## src/rtl/mute_ramp_pkg.sv

```systemverilog
package mute_ramp_pkg;
    typedef enum logic [2:0] {
        ST_INIT,
        ST_RUN,
        ST_FADE,
        ST_APPLY,
        ST_RECOVER
    } seq_state_t;
endpackage

```

## src/rtl/mrs_pin_filter.sv

```systemverilog
module mrs_pin_filter #(
    parameter int HOLD = 2
) (
    input  logic clk,
    input  logic rst_n,
    input  logic strobe_i,
    input  logic raw_i,
    output logic filt_o,
    output logic settled_o
);
    localparam int CW = $clog2(HOLD + 1);

    logic          cand_q;
    logic [CW-1:0] run_q;
    logic          filt_q;

    always_ff @(posedge clk or negedge rst_n) begin
        if (!rst_n) begin
            cand_q <= 1'b0;
            run_q  <= CW'(HOLD);
            filt_q <= 1'b0;
        end else if (strobe_i) begin
            if (raw_i != cand_q) begin
                cand_q <= raw_i;
                run_q  <= CW'(1);
            end else if (run_q != CW'(HOLD)) begin
                run_q <= run_q + 1'b1;
                if (run_q == CW'(HOLD - 1)) begin
                    filt_q <= cand_q;
                end
            end
        end
    end

    assign filt_o    = filt_q;
    assign settled_o = (cand_q == filt_q);

    AST_FILT_ON_STROBE: assert property (@(posedge clk) disable iff (!rst_n)
        !strobe_i |=> $stable(filt_q));
    AST_FILT_NEEDS_REPEAT: assert property (@(posedge clk) disable iff (!rst_n)
        (strobe_i && (raw_i != cand_q)) |=> $stable(filt_q));
endmodule

```

## src/rtl/mrs_ramp_core.sv

```systemverilog
module mrs_ramp_core #(
    parameter int RAMP_BITS = 10,
    parameter int COEF_W    = 16
) (
    input  logic              clk,
    input  logic              rst_n,
    input  logic              strobe_i,
    input  logic              clear_i,
    input  logic              up_i,
    output logic [COEF_W-1:0] coef_o,
    output logic              at_floor_o,
    output logic              at_ceil_o
);
    localparam int LW  = RAMP_BITS + 1;
    localparam int PAD = COEF_W - RAMP_BITS;
    localparam logic [LW-1:0] CEIL = {1'b1, {RAMP_BITS{1'b0}}};

    logic [LW-1:0] level_q;

    assign at_floor_o = (level_q == '0);
    assign at_ceil_o  = (level_q == CEIL);

    always_ff @(posedge clk or negedge rst_n) begin
        if (!rst_n) begin
            level_q <= '0;
        end else if (clear_i) begin
            level_q <= '0;
        end else if (strobe_i) begin
            if (up_i && !at_ceil_o) begin
                level_q <= level_q + 1'b1;
            end else if (!up_i && !at_floor_o) begin
                level_q <= level_q - 1'b1;
            end
        end
    end

    generate
        if (PAD > 0) begin : g_widen
            assign coef_o = at_ceil_o ? {COEF_W{1'b1}}
                                      : {level_q[RAMP_BITS-1:0], {PAD{1'b0}}};
        end else begin : g_narrow
            assign coef_o = at_ceil_o ? {COEF_W{1'b1}}
                                      : level_q[RAMP_BITS-1 -: COEF_W];
        end
    endgenerate

    AST_LEVEL_RANGE: assert property (@(posedge clk) disable iff (!rst_n)
        level_q <= CEIL);
    AST_HOLD_BETWEEN_STROBES: assert property (@(posedge clk) disable iff (!rst_n)
        (!strobe_i && !clear_i) |=> $stable(level_q));
    AST_SINGLE_STEP: assert property (@(posedge clk) disable iff (!rst_n)
        (strobe_i && !clear_i) |=> ((level_q == $past(level_q)) ||
                                    (level_q == $past(level_q) + 1'b1) ||
                                    (level_q + 1'b1 == $past(level_q))));
endmodule

```

## src/rtl/mrs_seq_fsm.sv

```systemverilog
module mrs_seq_fsm
    import mute_ramp_pkg::*;
#(
    parameter int INIT_SAMPLES = 4
) (
    input  logic clk,
    input  logic rst_n,
    input  logic strobe_i,
    input  logic mute_req_i,
    input  logic cfg_diff_i,
    input  logic cfg_settled_i,
    input  logic at_floor_i,
    input  logic at_ceil_i,
    output logic clear_o,
    output logic up_o,
    output logic apply_o,
    output logic force_mute_o
);
    localparam int IW = $clog2(INIT_SAMPLES + 1);

    seq_state_t    state_q;
    seq_state_t    state_d;
    logic [IW-1:0] init_cnt_q;
    logic          init_done;

    assign init_done = (init_cnt_q == IW'(INIT_SAMPLES));

    always_ff @(posedge clk or negedge rst_n) begin
        if (!rst_n) begin
            init_cnt_q <= '0;
        end else if ((state_q == ST_INIT) && strobe_i && !init_done) begin
            init_cnt_q <= init_cnt_q + 1'b1;
        end
    end

    always_ff @(posedge clk or negedge rst_n) begin
        if (!rst_n) begin
            state_q <= ST_INIT;
        end else begin
            state_q <= state_d;
        end
    end

    always_comb begin
        state_d = state_q;
        unique case (state_q)
            ST_INIT: begin
                if (init_done && cfg_settled_i) state_d = ST_APPLY;
            end
            ST_RUN: begin
                if (cfg_diff_i) state_d = ST_FADE;
            end
            ST_FADE: begin
                if (at_floor_i && cfg_settled_i) state_d = ST_APPLY;
            end
            ST_APPLY: begin
                state_d = ST_RECOVER;
            end
            ST_RECOVER: begin
                if (cfg_diff_i)                    state_d = ST_FADE;
                else if (mute_req_i || at_ceil_i)  state_d = ST_RUN;
            end
            default: state_d = ST_INIT;
        endcase
    end

    always_comb begin
        clear_o      = 1'b0;
        up_o         = 1'b0;
        apply_o      = 1'b0;
        force_mute_o = 1'b0;
        unique case (state_q)
            ST_INIT: begin
                clear_o      = 1'b1;
                force_mute_o = 1'b1;
            end
            ST_RUN, ST_RECOVER: begin
                up_o = !mute_req_i;
            end
            ST_FADE: begin
                force_mute_o = 1'b1;
            end
            ST_APPLY: begin
                apply_o      = 1'b1;
                force_mute_o = 1'b1;
            end
            default: begin
                clear_o      = 1'b1;
                force_mute_o = 1'b1;
            end
        endcase
    end

    AST_INIT_MUTED: assert property (@(posedge clk) disable iff (!rst_n)
        (state_q == ST_INIT) |-> at_floor_i);
    AST_APPLY_AT_FLOOR: assert property (@(posedge clk) disable iff (!rst_n)
        apply_o |-> at_floor_i);
    AST_APPLY_ONE_CYCLE: assert property (@(posedge clk) disable iff (!rst_n)
        apply_o |=> !apply_o);
endmodule

```

## src/rtl/mute_ramp_seq.sv

```systemverilog
module mute_ramp_seq #(
    parameter int RAMP_BITS    = 10,
    parameter int COEF_W       = 16,
    parameter int MODE_W       = 3,
    parameter int INIT_SAMPLES = 4,
    parameter int HOLD_SAMPLES = 2
) (
    input  logic              clk,
    input  logic              rst_n,
    input  logic              fs_strobe_i,
    input  logic              mute_n_i,
    input  logic [MODE_W-1:0] mode_pins_i,
    input  logic              attack_pin_i,
    output logic [COEF_W-1:0] gain_coef_o,
    output logic              apply_o,
    output logic              force_mute_o,
    output logic [MODE_W-1:0] mode_o,
    output logic              attack_o
);
    localparam int CFG_W = MODE_W + 1;

    logic [CFG_W-1:0] raw_cfg;
    logic [CFG_W-1:0] filt_cfg;
    logic [CFG_W-1:0] settled_bits;
    logic [CFG_W-1:0] cfg_q;
    logic             cfg_settled;
    logic             cfg_diff;
    logic             ramp_clear;
    logic             ramp_up;
    logic             at_floor;
    logic             at_ceil;

    assign raw_cfg     = {mode_pins_i, attack_pin_i};
    assign cfg_settled = &settled_bits;
    assign cfg_diff    = (filt_cfg != cfg_q);

    generate
        for (genvar g = 0; g < CFG_W; g++) begin : g_pin
            mrs_pin_filter #(
                .HOLD(HOLD_SAMPLES)
            ) u_filter (
                .clk      (clk),
                .rst_n    (rst_n),
                .strobe_i (fs_strobe_i),
                .raw_i    (raw_cfg[g]),
                .filt_o   (filt_cfg[g]),
                .settled_o(settled_bits[g])
            );
        end
    endgenerate

    mrs_seq_fsm #(
        .INIT_SAMPLES(INIT_SAMPLES)
    ) u_fsm (
        .clk          (clk),
        .rst_n        (rst_n),
        .strobe_i     (fs_strobe_i),
        .mute_req_i   (!mute_n_i),
        .cfg_diff_i   (cfg_diff),
        .cfg_settled_i(cfg_settled),
        .at_floor_i   (at_floor),
        .at_ceil_i    (at_ceil),
        .clear_o      (ramp_clear),
        .up_o         (ramp_up),
        .apply_o      (apply_o),
        .force_mute_o (force_mute_o)
    );

    mrs_ramp_core #(
        .RAMP_BITS(RAMP_BITS),
        .COEF_W   (COEF_W)
    ) u_ramp (
        .clk       (clk),
        .rst_n     (rst_n),
        .strobe_i  (fs_strobe_i),
        .clear_i   (ramp_clear),
        .up_i      (ramp_up),
        .coef_o    (gain_coef_o),
        .at_floor_o(at_floor),
        .at_ceil_o (at_ceil)
    );

    always_ff @(posedge clk or negedge rst_n) begin
        if (!rst_n) begin
            cfg_q <= '0;
        end else if (apply_o) begin
            cfg_q <= filt_cfg;
        end
    end

    assign mode_o   = cfg_q[CFG_W-1:1];
    assign attack_o = cfg_q[0];

    AST_FORCE_NO_RISE: assert property (@(posedge clk) disable iff (!rst_n)
        (force_mute_o && fs_strobe_i) |=> (gain_coef_o <= $past(gain_coef_o)));
    AST_MUTE_NO_RISE: assert property (@(posedge clk) disable iff (!rst_n)
        (!mute_n_i && fs_strobe_i) |=> (gain_coef_o <= $past(gain_coef_o)));
    AST_SETTINGS_HOLD: assert property (@(posedge clk) disable iff (!rst_n)
        !apply_o |=> $stable({mode_o, attack_o}));
endmodule

```

## config.mk

```make
export PLATFORM = sky130hd
export DESIGN_NAME = mute_ramp_seq
export DESIGN_NICKNAME = d
export VERILOG_FILES = /design/src/rtl/mute_ramp_pkg.sv /design/src/rtl/mrs_pin_filter.sv /design/src/rtl/mrs_ramp_core.sv /design/src/rtl/mrs_seq_fsm.sv /design/src/rtl/mute_ramp_seq.sv
export SDC_FILE = /design/constraint.sdc
export NUM_CORES = 1
export LEC_CHECK = 0
export BUFFER_PORTS_ARGS = -buffer_cell sky130_fd_sc_hd__buf_4
export CORE_ASPECT_RATIO = 0.5
export CORE_MARGIN = 2
export CORE_UTILIZATION = 45
export DETAILED_ROUTE_END_ITERATION = 16
export GPL_ROUTABILITY_DRIVEN = 0
export GPL_TIMING_DRIVEN = 0
export PLACE_DENSITY_LB_ADDON = 0.05
export SYNTH_ARGS = -nofsm -noshare
export SYNTH_HDL_FRONTEND = slang
export SYNTH_SLANG_ARGS = --single-unit
export TNS_END_PERCENT = 20
```

## constraint.sdc

```tcl
create_clock -name clk -period 3.3 [get_ports clk]
set_input_delay 0.825 -clock clk [delete_from_list [all_inputs] [get_ports clk]]
set_output_delay 0.825 -clock clk [all_outputs]
set_load 0.01 [all_outputs]
```

Yosys cells after proc, flatten, opt, wreduce, memory -nomap -nowiden
Cells that the tools add are included.
Widths: inputs -> output; s select.
- bits in latches: 0
- memories kept: 0
- word-level logic and storage cells: 113
- bits in read-only memories: 0
- RAM bits: 0
- bits in registers: 37
- input port bits: 8
- multiplexer cells: 22
- div/mod/pow operators: 0
- shifts and indexed selects: 0
- bitwise operators: 4
- multipliers: 0
- equal/unequal tests: 29
- reductions and logical operators: 35
- add/subtract/negate cells: 7
- order comparisons: 0
- operators with widths (operator ; number):
    $mux 11 ; 4
    $reduce_and 4->1 ; 6
    $reduce_and 2->1 ; 9
    $mux 16 ; 1
    $mux 2 ; 8
    $mux 3 ; 5
    $pmux 3 s5 ; 1
    $ne 2x2->1 const B ; 6
    $add 11x1->11 const B ; 1
    $eq 11x11->1 const B ; 1
    $logic_not 11->1 ; 1
    $sub 11x1->11 const B ; 1
    $add 2x1->2 const B ; 4
    $eq 2x1->1 const B ; 4
    $reduce_bool 2->1 ; 4
    $eq 3x2->1 const B ; 2
    $eq 3x3->1 const B ; 2
    $logic_and 1x1->1 ; 6
    $logic_not 1->1 ; 5
    $eq 1x1->1 ; 4
    $ne 1x1->1 ; 4
    $ne 2x1->1 const B ; 2
    $ne 4x4->1 ; 1
    $not 1->1 ; 4
    9 further kinds ; 11

Longest topological paths before layout
Gate-level depths: netlist (run 1).
- word-level depth: 9
- depth in mapped cells: 10
- mapped depth without buffers: 9

By module
From an unflattened synthesis (run 1), not the netlist that was laid out.
- cell total of the unflattened synthesis: 273
- area total of the unflattened synthesis: 2622.5 um^2
- by module, submodules not included (module ; cells each ; instances ; sequential area each (um^2) ; area each (um^2)):
    mrs_ramp_core ; 129 ; 1 ; 275.3 ; 1098.6
    mrs_pin_filter ; 22 ; 4 ; 101.3 ; 226.5
    mrs_seq_fsm ; 41 ; 1 ; 150.1 ; 419.2
    mute_ramp_seq ; 15 ; 1 ; 100.1 ; 198.9

Worst setup path before layout (run 1)
No wires, ideal clock.
- path kind: input-to-reg
- start point: in mute_n_i
- end point: reg u_ramp.level_q[10]
- cell stages on the path: 9
- arrival time: 3.049 ns
- buffers on the path: 0
- path slack: 0.112 ns
- required time: 3.161 ns
- path through: nand2b_1 > nor2_1 > nand2_1 > fa_1 > a211oi_2 > o21ai_1 > a41oi_1 > nor3_1 > or4_1
- longest elaborated chain between the ends: 5
- elaborated cells on any way between the ends: 9
- RTL lines (element ; line ; source):
    from (decl) ; mute_ramp_seq.sv:11 ; input logic mute_n_i,
    $mux 1 (*) ; mrs_seq_fsm.sv:72 ; unique case (state_q)
    $logic_not 1->1 / $logic_and 1x1->1 (equally long branches) ; mrs_ramp_core.sv:31, mrs_ramp_core.sv:29 ;
    $logic_and 1x1->1 / $mux 11 (equally long branches) ; mrs_ramp_core.sv:31, mrs_ramp_core.sv:29 ;
    $ne 3x1->1 (no line) / $mux 11 (equally long branches) ; - ;
    $reduce_and 2->1 (no line) / $mux 11 (equally long branches) ; - ;
    to (signal assigned) ; mrs_ramp_core.sv:30 ; level_q <= level_q + 1'b1;
    to (signal assigned) ; mrs_ramp_core.sv:32 ; level_q <= level_q - 1'b1;
    to (decl) ; mrs_ramp_core.sv:18 ; logic [LW-1:0] level_q;
Every way passes the cells marked *; elsewhere a longest branch is shown, timed or not. The select of a mux whose other input is x is not followed.
A chain may end at the register's enable or synchronous reset.

Worst setup path in the final report (run 1)
- start point: reg u_ramp.level_q[4]
- end point: reg u_ramp.level_q[10]
- longest elaborated chain between the ends: 6
- elaborated cells on any way between the ends: 14
- RTL lines (element):
    branches (longest 6 deep; another with $sub 11x1->11)
Several ways; the timed one is not identified. The select of a mux whose other input is x is not followed.

==> flow_summary.json, run 1 <==
{
  "outcome": "complete, no violations",
  "clockBufferDepth": 2,
  "startpoint": "u_ramp.level_q[4]",
  "slowest_stage": "or4_1",
  "clk_latency_ns": 0.29,
  "wl_mm": 5.364,
  "rr_endpoint": "u_ramp.level_q[10]",
  "area_growth_pct": 18.31,
  "netSwitchingFraction": 0.4056,
  "wire_per_inst_microns": 14.27,
  "post_cts_resized": 1,
  "grt_overflow": 0,
  "cts_tree": "done",
  "fin_crit_sh": 0.9517,
  "grt_pass1_vias": 2072,
  "clock-sinks": 37,
  "fmax_mhz": 318.4,
  "r2r_slack_ns": 0.16,
  "maxCapViolations": 0,
  "total_power_w": 0.002458,
  "path_clk_slew_ns": 0.06,
  "die_area_sq_um": 6401,
  "yosysMostFrequentCell": "dfrtp_1",
  "viasPerCell": 5.508,
  "fin_skew_ns": 0.006422,
  "p_per_area_nw_per_um2": 804.1,
  "pwr-share-comb": 0.500,
  "coreArea_sq_um": 5515,
  "io_pins": 30,
  "ys_warn_count": 0,
  "r2r-start": "u_ramp.level_q[4]",
  "drt_drc_violations_left": 0,
  "synth_area_leader_cell": "dfrtp_1",
  "synth_cells": 266,
  "final_hold_viol_count": 0,
  "final-max-slew-violation-count": 0,
  "synth_edf_count": 0,
  "placedCellCount": 368,
  "grt_max_degree": 38,
  "path_buf_inv": 0,
  "p_seq_frac": 0.304,
  "dp_hpwl_mm": 3.948,
  "ys_ff_latch": 37,
  "port_buffers": 29,
  "crit_path_start_kind": "flip-flop",
  "worstRegToRegCells": 9,
  "synth.avg_cell_area_sq_um": 9.713,
  "worstSetupPathType": "flip-flop to flip-flop",
  "synthesis.area_sq_um": 2584,
  "hold_buffers": 0,
  "rsz0062_at_grt": "no",
  "fin_area_sq_um": 3057,
  "synthArstFlopShare": 1.000,
  "synth_cell_types": 54,
  "clkPwrFrac": 0.197,
  "intPower_w": 0.001461,
  "dpl-instance-area_sq_um": 2893,
  "layout.cells.non_filler": 376,
  "cp_data_required_time_ns": 3.46,
  "cts-htree-levels": 2,
  "cts_root_buf": "clkbuf_16",
  "die_x_microns": 111.2,
  "fin_util": 0.5542,
  "diodes": 0,
  "p_leak_nw": 1.465,
  "num_rows": 19,
  "cts_setup_buffers": 0,
  "holdCritPathClass": "input pin to asynchronous set/reset pin",
  "finalSetupViolCount": 0,
  "synth_fp_nets": 295,
  "dr_total_vias": 2071,
  "cts_buffers": 5,
  "die_h_microns": 57.58,
  "ant_nets": 0,
  "tightest_slew_ns": 0.5307,
  "yosys-top-cells-area": "dfrtp_1 32%, ha_1 9.7%, dfstp_2 4.1%, xnor2_1 4.1%, xor2_1 4.1%",
  "initial_utilization": 0.4685,
  "path_max_fanout": 11,
  "layout-drive-gt1-share": 0.2409,
  "setup_tns_ns": 0,
  "synth_seq_area_share": 0.3603,
  "antenna_found_initial": 0,
  "critPathArrivalTime_ns": 3.30,
  "min_period_ns": 3.141,
  "dr.pass1.iters": 4,
  "synth_common_cells": "33 x dfrtp_1, 20 x ha_1, 19 x nor2_1",
  "synth_top_area_share": 0.3196,
  "path_cells": "nor4_2, nand4_1, nand2_4, ha_1, nor3_2, nor3b_2, a41oi_2, and3_1, or4_1",
  "synthFlopType": "dfrtp_1",
  "grt_use_total": 0.1845,
  "cp_top_family": "simple AND/OR/NAND/NOR gates",
  "ir_drop_v": 0.0003752,
  "relSlewSlack": 0.6430,
  "nNetsFinal": 331,
  "grt_pass1_wl_mm": 9.377,
  "slowest_delay_ns": 0.48,
  "first_iter_violations": 70,
  "endpoint_kind": "flip-flop",
  "netSwitchingPower_w": 0.0009970
}
[power by group through the flow]
stage | logic (W) | registers [W] | clock network, W
after floorplan | 0.000906 | 0.000730 | 0
after global placement | 0.00118 | 0.000747 | 0
after detailed placement | 0.00121 | 0.000753 | 0
after CTS | 0.00123 | 0.000747 | 0.000491
after global routing | 0.00138 | 0.000775 | 0.000510
final | 0.00123 | 0.000746 | 0.000484
[routing by layer]
layer,vias up,track usage,part of all wire
met4,0,0.05115,0.0088
met3,7,0.04676,0.038
met1,1019,0.2258,0.48
met5,-,0,0
li1,1016,-,-
met2,29,0.3310,0.48
[area by class of cell]
class                           count  area [sq um]
Clock inverter                      3         21.27
Clock buffer                        5         125.1
Buffer                             12         83.83
Fill cell                         505          2459
Multi-Input combinational cell    202          1530
Tap cell                           73         91.34
Inverter                           15         56.30
Sequential cell                    37         930.9
Timing Repair Buffer               29         217.7
[stage by stage]
| stage | worst slack [ns] | hold slack, ns |
|---|---|---|
| 6_report | 0.1593 | 0.4837 |
| 5_1_grt | 0.002411 | 0.5342 |
| 4_1_cts | 0.02618 | 0.4984 |
| 3_5_place_dp | -0.4022 | 0.4905 |
| 3_3_place_gp | -0.3301 | 0.4829 |
| 2_1_floorplan | 0.1122 | 0.4668 |
[sequential cells by signal, indices dropped and copies added (netlist names)]
register and flops:
u_fsm.state_q 3, u_fsm.init_cnt_q 3, g_pin.u_filter.run_q 8, g_pin.u_filter.filt_o 4
cfg_q 4, g_pin.u_filter.cand_q 4, u_ramp.level_q 11
[how the worst max path moves through the flow]
stage / endpoint / slack, ns / depth (start not counted)
after global routing: u_ramp.level_q[10] / 0.002 / 9
after CTS: u_ramp.level_q[10] / 0.03 / 10
after floorplan: u_ramp.level_q[10] / 0.11 / 9
after detailed placement: u_ramp.level_q[10] / -0.40 / 10
after global placement: u_ramp.level_q[10] / -0.33 / 10
final: u_ramp.level_q[10] / 0.16 / 9
[placed cells by master (no fill, tap or decap), types with 3 or more instances in the layout]
| cell type | n |
|---|---|
| buf_4 | 35 |
| dfrtp_1 | 33 |
| ha_1 | 20 |
| nor2_1 | 18 |
| nand2_1 | 17 |
| inv_1 | 15 |
| xnor2_1 | 12 |
| nand2b_1 | 12 |
| xor2_1 | 12 |
| a21oi_1 | 11 |
| o21ai_0 | 10 |
| nand3_1 | 8 |
| mux2_2 | 8 |
| mux2i_1 | 7 |
| nand3b_1 | 6 |
| nor3_1 | 5 |
| a31oi_1 | 5 |
| clkbuf_16 | 5 |
| a21o_1 | 4 |
| dfstp_2 | 4 |
| nor2b_1 | 3 |
| nand4_1 | 3 |
| o211ai_1 | 3 |
| o21ai_1 | 3 |
| a211oi_2 | 3 |
| nor4_1 | 3 |
[kinds of logic after synthesis]
family	share of synthesized area
AOI/OAI and AO/OA	0.1463
muxes	0.06199
and+or+nand+nor	0.1913
buffers and inverters	0.05423
DFF	0.3603
xor gates and xnor gates	0.08136
adders and majority gates	0.1046
No activity file was read; power rests on OpenSTA's default activity.
==> run 2: changes to the inputs <==
--- a/config.mk
+++ b/config.mk
@@ -5,11 +5,11 @@
 export SDC_FILE = /design/constraint.sdc
 export NUM_CORES = 1
 export LEC_CHECK = 0
-export BUFFER_PORTS_ARGS = -buffer_cell sky130_fd_sc_hd__buf_4
 export CORE_ASPECT_RATIO = 0.5
 export CORE_MARGIN = 2
 export CORE_UTILIZATION = 45
 export DETAILED_ROUTE_END_ITERATION = 16
+export DONT_BUFFER_PORTS = 1
 export GPL_ROUTABILITY_DRIVEN = 0
 export GPL_TIMING_DRIVEN = 0
 export PLACE_DENSITY_LB_ADDON = 0.05
==> run 2 against run 1 <==
Final cell count down 7.7%. Sequential power rose by 2%. Fmax increased by 1.1%. Sequential share of layout area grew 2.0 points. First-iteration DRC count grew 10%. Via count is 6.1% lower. Global-route usage is 0.41 points lower. Largest power group unchanged. Highest routed layer unchanged.
==> flow_summary.json, run 2 (same netlist as run 1, synthesis figures left out) <==
{
  "r2r-start": "u_ramp.level_q[0]",
  "p_per_area_nw_per_um2": 842.3,
  "initial_utilization": 0.4685,
  "viasPerCell": 5.602,
  "top_register": "u_ramp.level_q",
  "path_cells": "nor4_4, nand4_1, nand2_4, ha_1, a211oi_1, o21ai_0, o311a_1, or4b_1, nand3_1",
  "final-max-slew-violation-count": 0,
  "dpl-instance-area_sq_um": 2675,
  "p_leak_nw": 1.330,
  "wire_per_inst_microns": 15.22,
  "fin_skew_ns": 0.008167,
  "first_iter_violations": 77,
  "grt_pass1_wl_mm": 9.108,
  "outcome": "complete, no violations",
  "maxCapViolations": 0,
  "rsz0062_at_grt": "no",
  "fin_util": 0.5202,
  "relSlewSlack": 0.6564,
  "worstSetupPathType": "flip-flop to flip-flop",
  "coreArea_sq_um": 5515,
  "final_hold_viol_count": 0,
  "ir_drop_v": 0.0003436,
  "drt_drc_violations_left": 0,
  "area_growth_pct": 11.04,
  "holdCritPathClass": "input pin to asynchronous set/reset pin",
  "fmax_mhz": 321.8,
  "crit_path_start_kind": "flip-flop",
  "grt_overflow": 0,
  "startpoint": "u_ramp.level_q[0]",
  "worstRegToRegCells": 9,
  "fin_crit_sh": 0.9415,
  "cts-htree-levels": 2,
  "grt_max_degree": 38,
  "port_buffers": 0,
  "num_rows": 19,
  "n_fill_cell": 517,
  "placedCellCount": 339,
  "die_x_microns": 111.2,
  "grt_pass1_vias": 1934,
  "clk_latency_ns": 0.29,
  "ant_nets": 0,
  "die_area_sq_um": 6401,
  "finalSetupViolCount": 0,
  "path_max_fanout": 11,
  "grt_use_total": 0.1804,
  "endpoint_kind": "flip-flop",
  "diodes": 0,
  "nNetsFinal": 302,
  "r2r_slack_ns": 0.19,
  "layout.cells.non_filler": 347,
  "critPathArrivalTime_ns": 3.33,
  "cp_data_required_time_ns": 3.53,
  "antenna_found_initial": 0,
  "crit_end": "u_ramp.level_q[9]",
  "tightest_slew_ns": 0.5107,
  "dp_hpwl_mm": 3.835,
  "die_h_microns": 57.58,
  "clock-sinks": 37,
  "fin_area_sq_um": 2869,
  "cts_root_buf": "clkbuf_16",
  "reg.largest.list": "u_ramp.level_q (11), g_pin.u_filter.run_q (8)",
  "min_period_ns": 3.107,
  "hold_slack_ns": 0.2250,
  "dr.pass1.iters": 4,
  "total_power_w": 0.002416,
  "clockBufferDepth": 2,
  "layout-drive-gt1-share": 0.1569,
  "dr_total_vias": 1944,
  "io_pins": 30,
  "layout.cells.most_common": "dfrtp_1",
  "cts_setup_buffers": 0,
  "wl_mm": 5.281,
  "cts_buffers": 5,
  "rr_endpoint": "u_ramp.level_q[9]",
  "mostFrequentLayoutCells": "33 x dfrtp_1, 20 x ha_1, 18 x nor2_1",
  "path_clk_slew_ns": 0.06,
  "largest_register_ffs": 11,
  "slowest_delay_ns": 0.50,
  "cts_tree": "done",
  "slowest_stage": "or4b_1"
}
run 2: report_power, final:
group,switching [W],internal [W]
combinational,0.000598,0.000502
sequential,0.000161,0.000600
clock,0.000197,0.000358
run 2: area by class of cell:
| cell class | count | area [sq um] | area share |
|---|---|---|---|
| plain buffers | 12 | 83.83 | 0.02922 |
| clock buffers | 6 | 128.9 | 0.04492 |
| clock inverters | 2 | 38.79 | 0.01352 |
| inverters | 15 | 56.30 | 0.01962 |
| multi-input cells | 202 | 1539 | 0.5364 |
| flip-flops and latches | 37 | 930.9 | 0.3245 |
| well taps | 73 | 91.34 | 0.03184 |
run 2: critical path: cells and delay by family, from the launching register on:
family                     cells  cell delay (ns)
adders and majority gates      1             0.27
DFF                            1             0.48
AOI/OAI and AO/OA              3             0.88
and+or+nand+nor                5             1.40
run 2: metrics by stage:
step                setup TNS [ns]  setup WS, ns
detailed placement         -0.4428       -0.3044
global placement           -0.3478       -0.2543
global route                     0       0.02175
CTS                              0       0.01899
finish                           0        0.1929
floorplan                        0        0.1122
run 2: what timing repair did:
item                                    4_1_cts  5_1_grt
endpoints found under the setup margin        2        2
hold buffers                                  0        0
gates resized for setup                       1        5
pin swaps                                     0        2
run 2: worst min-delay path by stage:
stage / cells past startpoint / slack (ns) / to / startpoint
detailed placement: 1 / 0.49 / u_fsm.init_cnt_q[2] / u_fsm.init_cnt_q[2]
finish: 0 / 0.22 / u_ramp.level_q[5] / rst_n
floorplan: 2 / 0.47 / g_pin[0].u_filter.run_q[1] / g_pin[0].u_filter.run_q[1]
global placement: 1 / 0.48 / u_fsm.init_cnt_q[2] / u_fsm.init_cnt_q[2]
CTS: 0 / 0.22 / u_ramp.level_q[4] / rst_n
global route: 0 / 0.22 / u_ramp.level_q[4] / rst_n
run 2: routing by layer:
metal,track usage,vias to the layer above,part of all wire
met4,0.05115,0,0.011
li1,-,957,-
met3,0.06164,7,0.064
met5,0,-,0
met2,0.3005,39,0.45
met1,0.2280,941,0.48
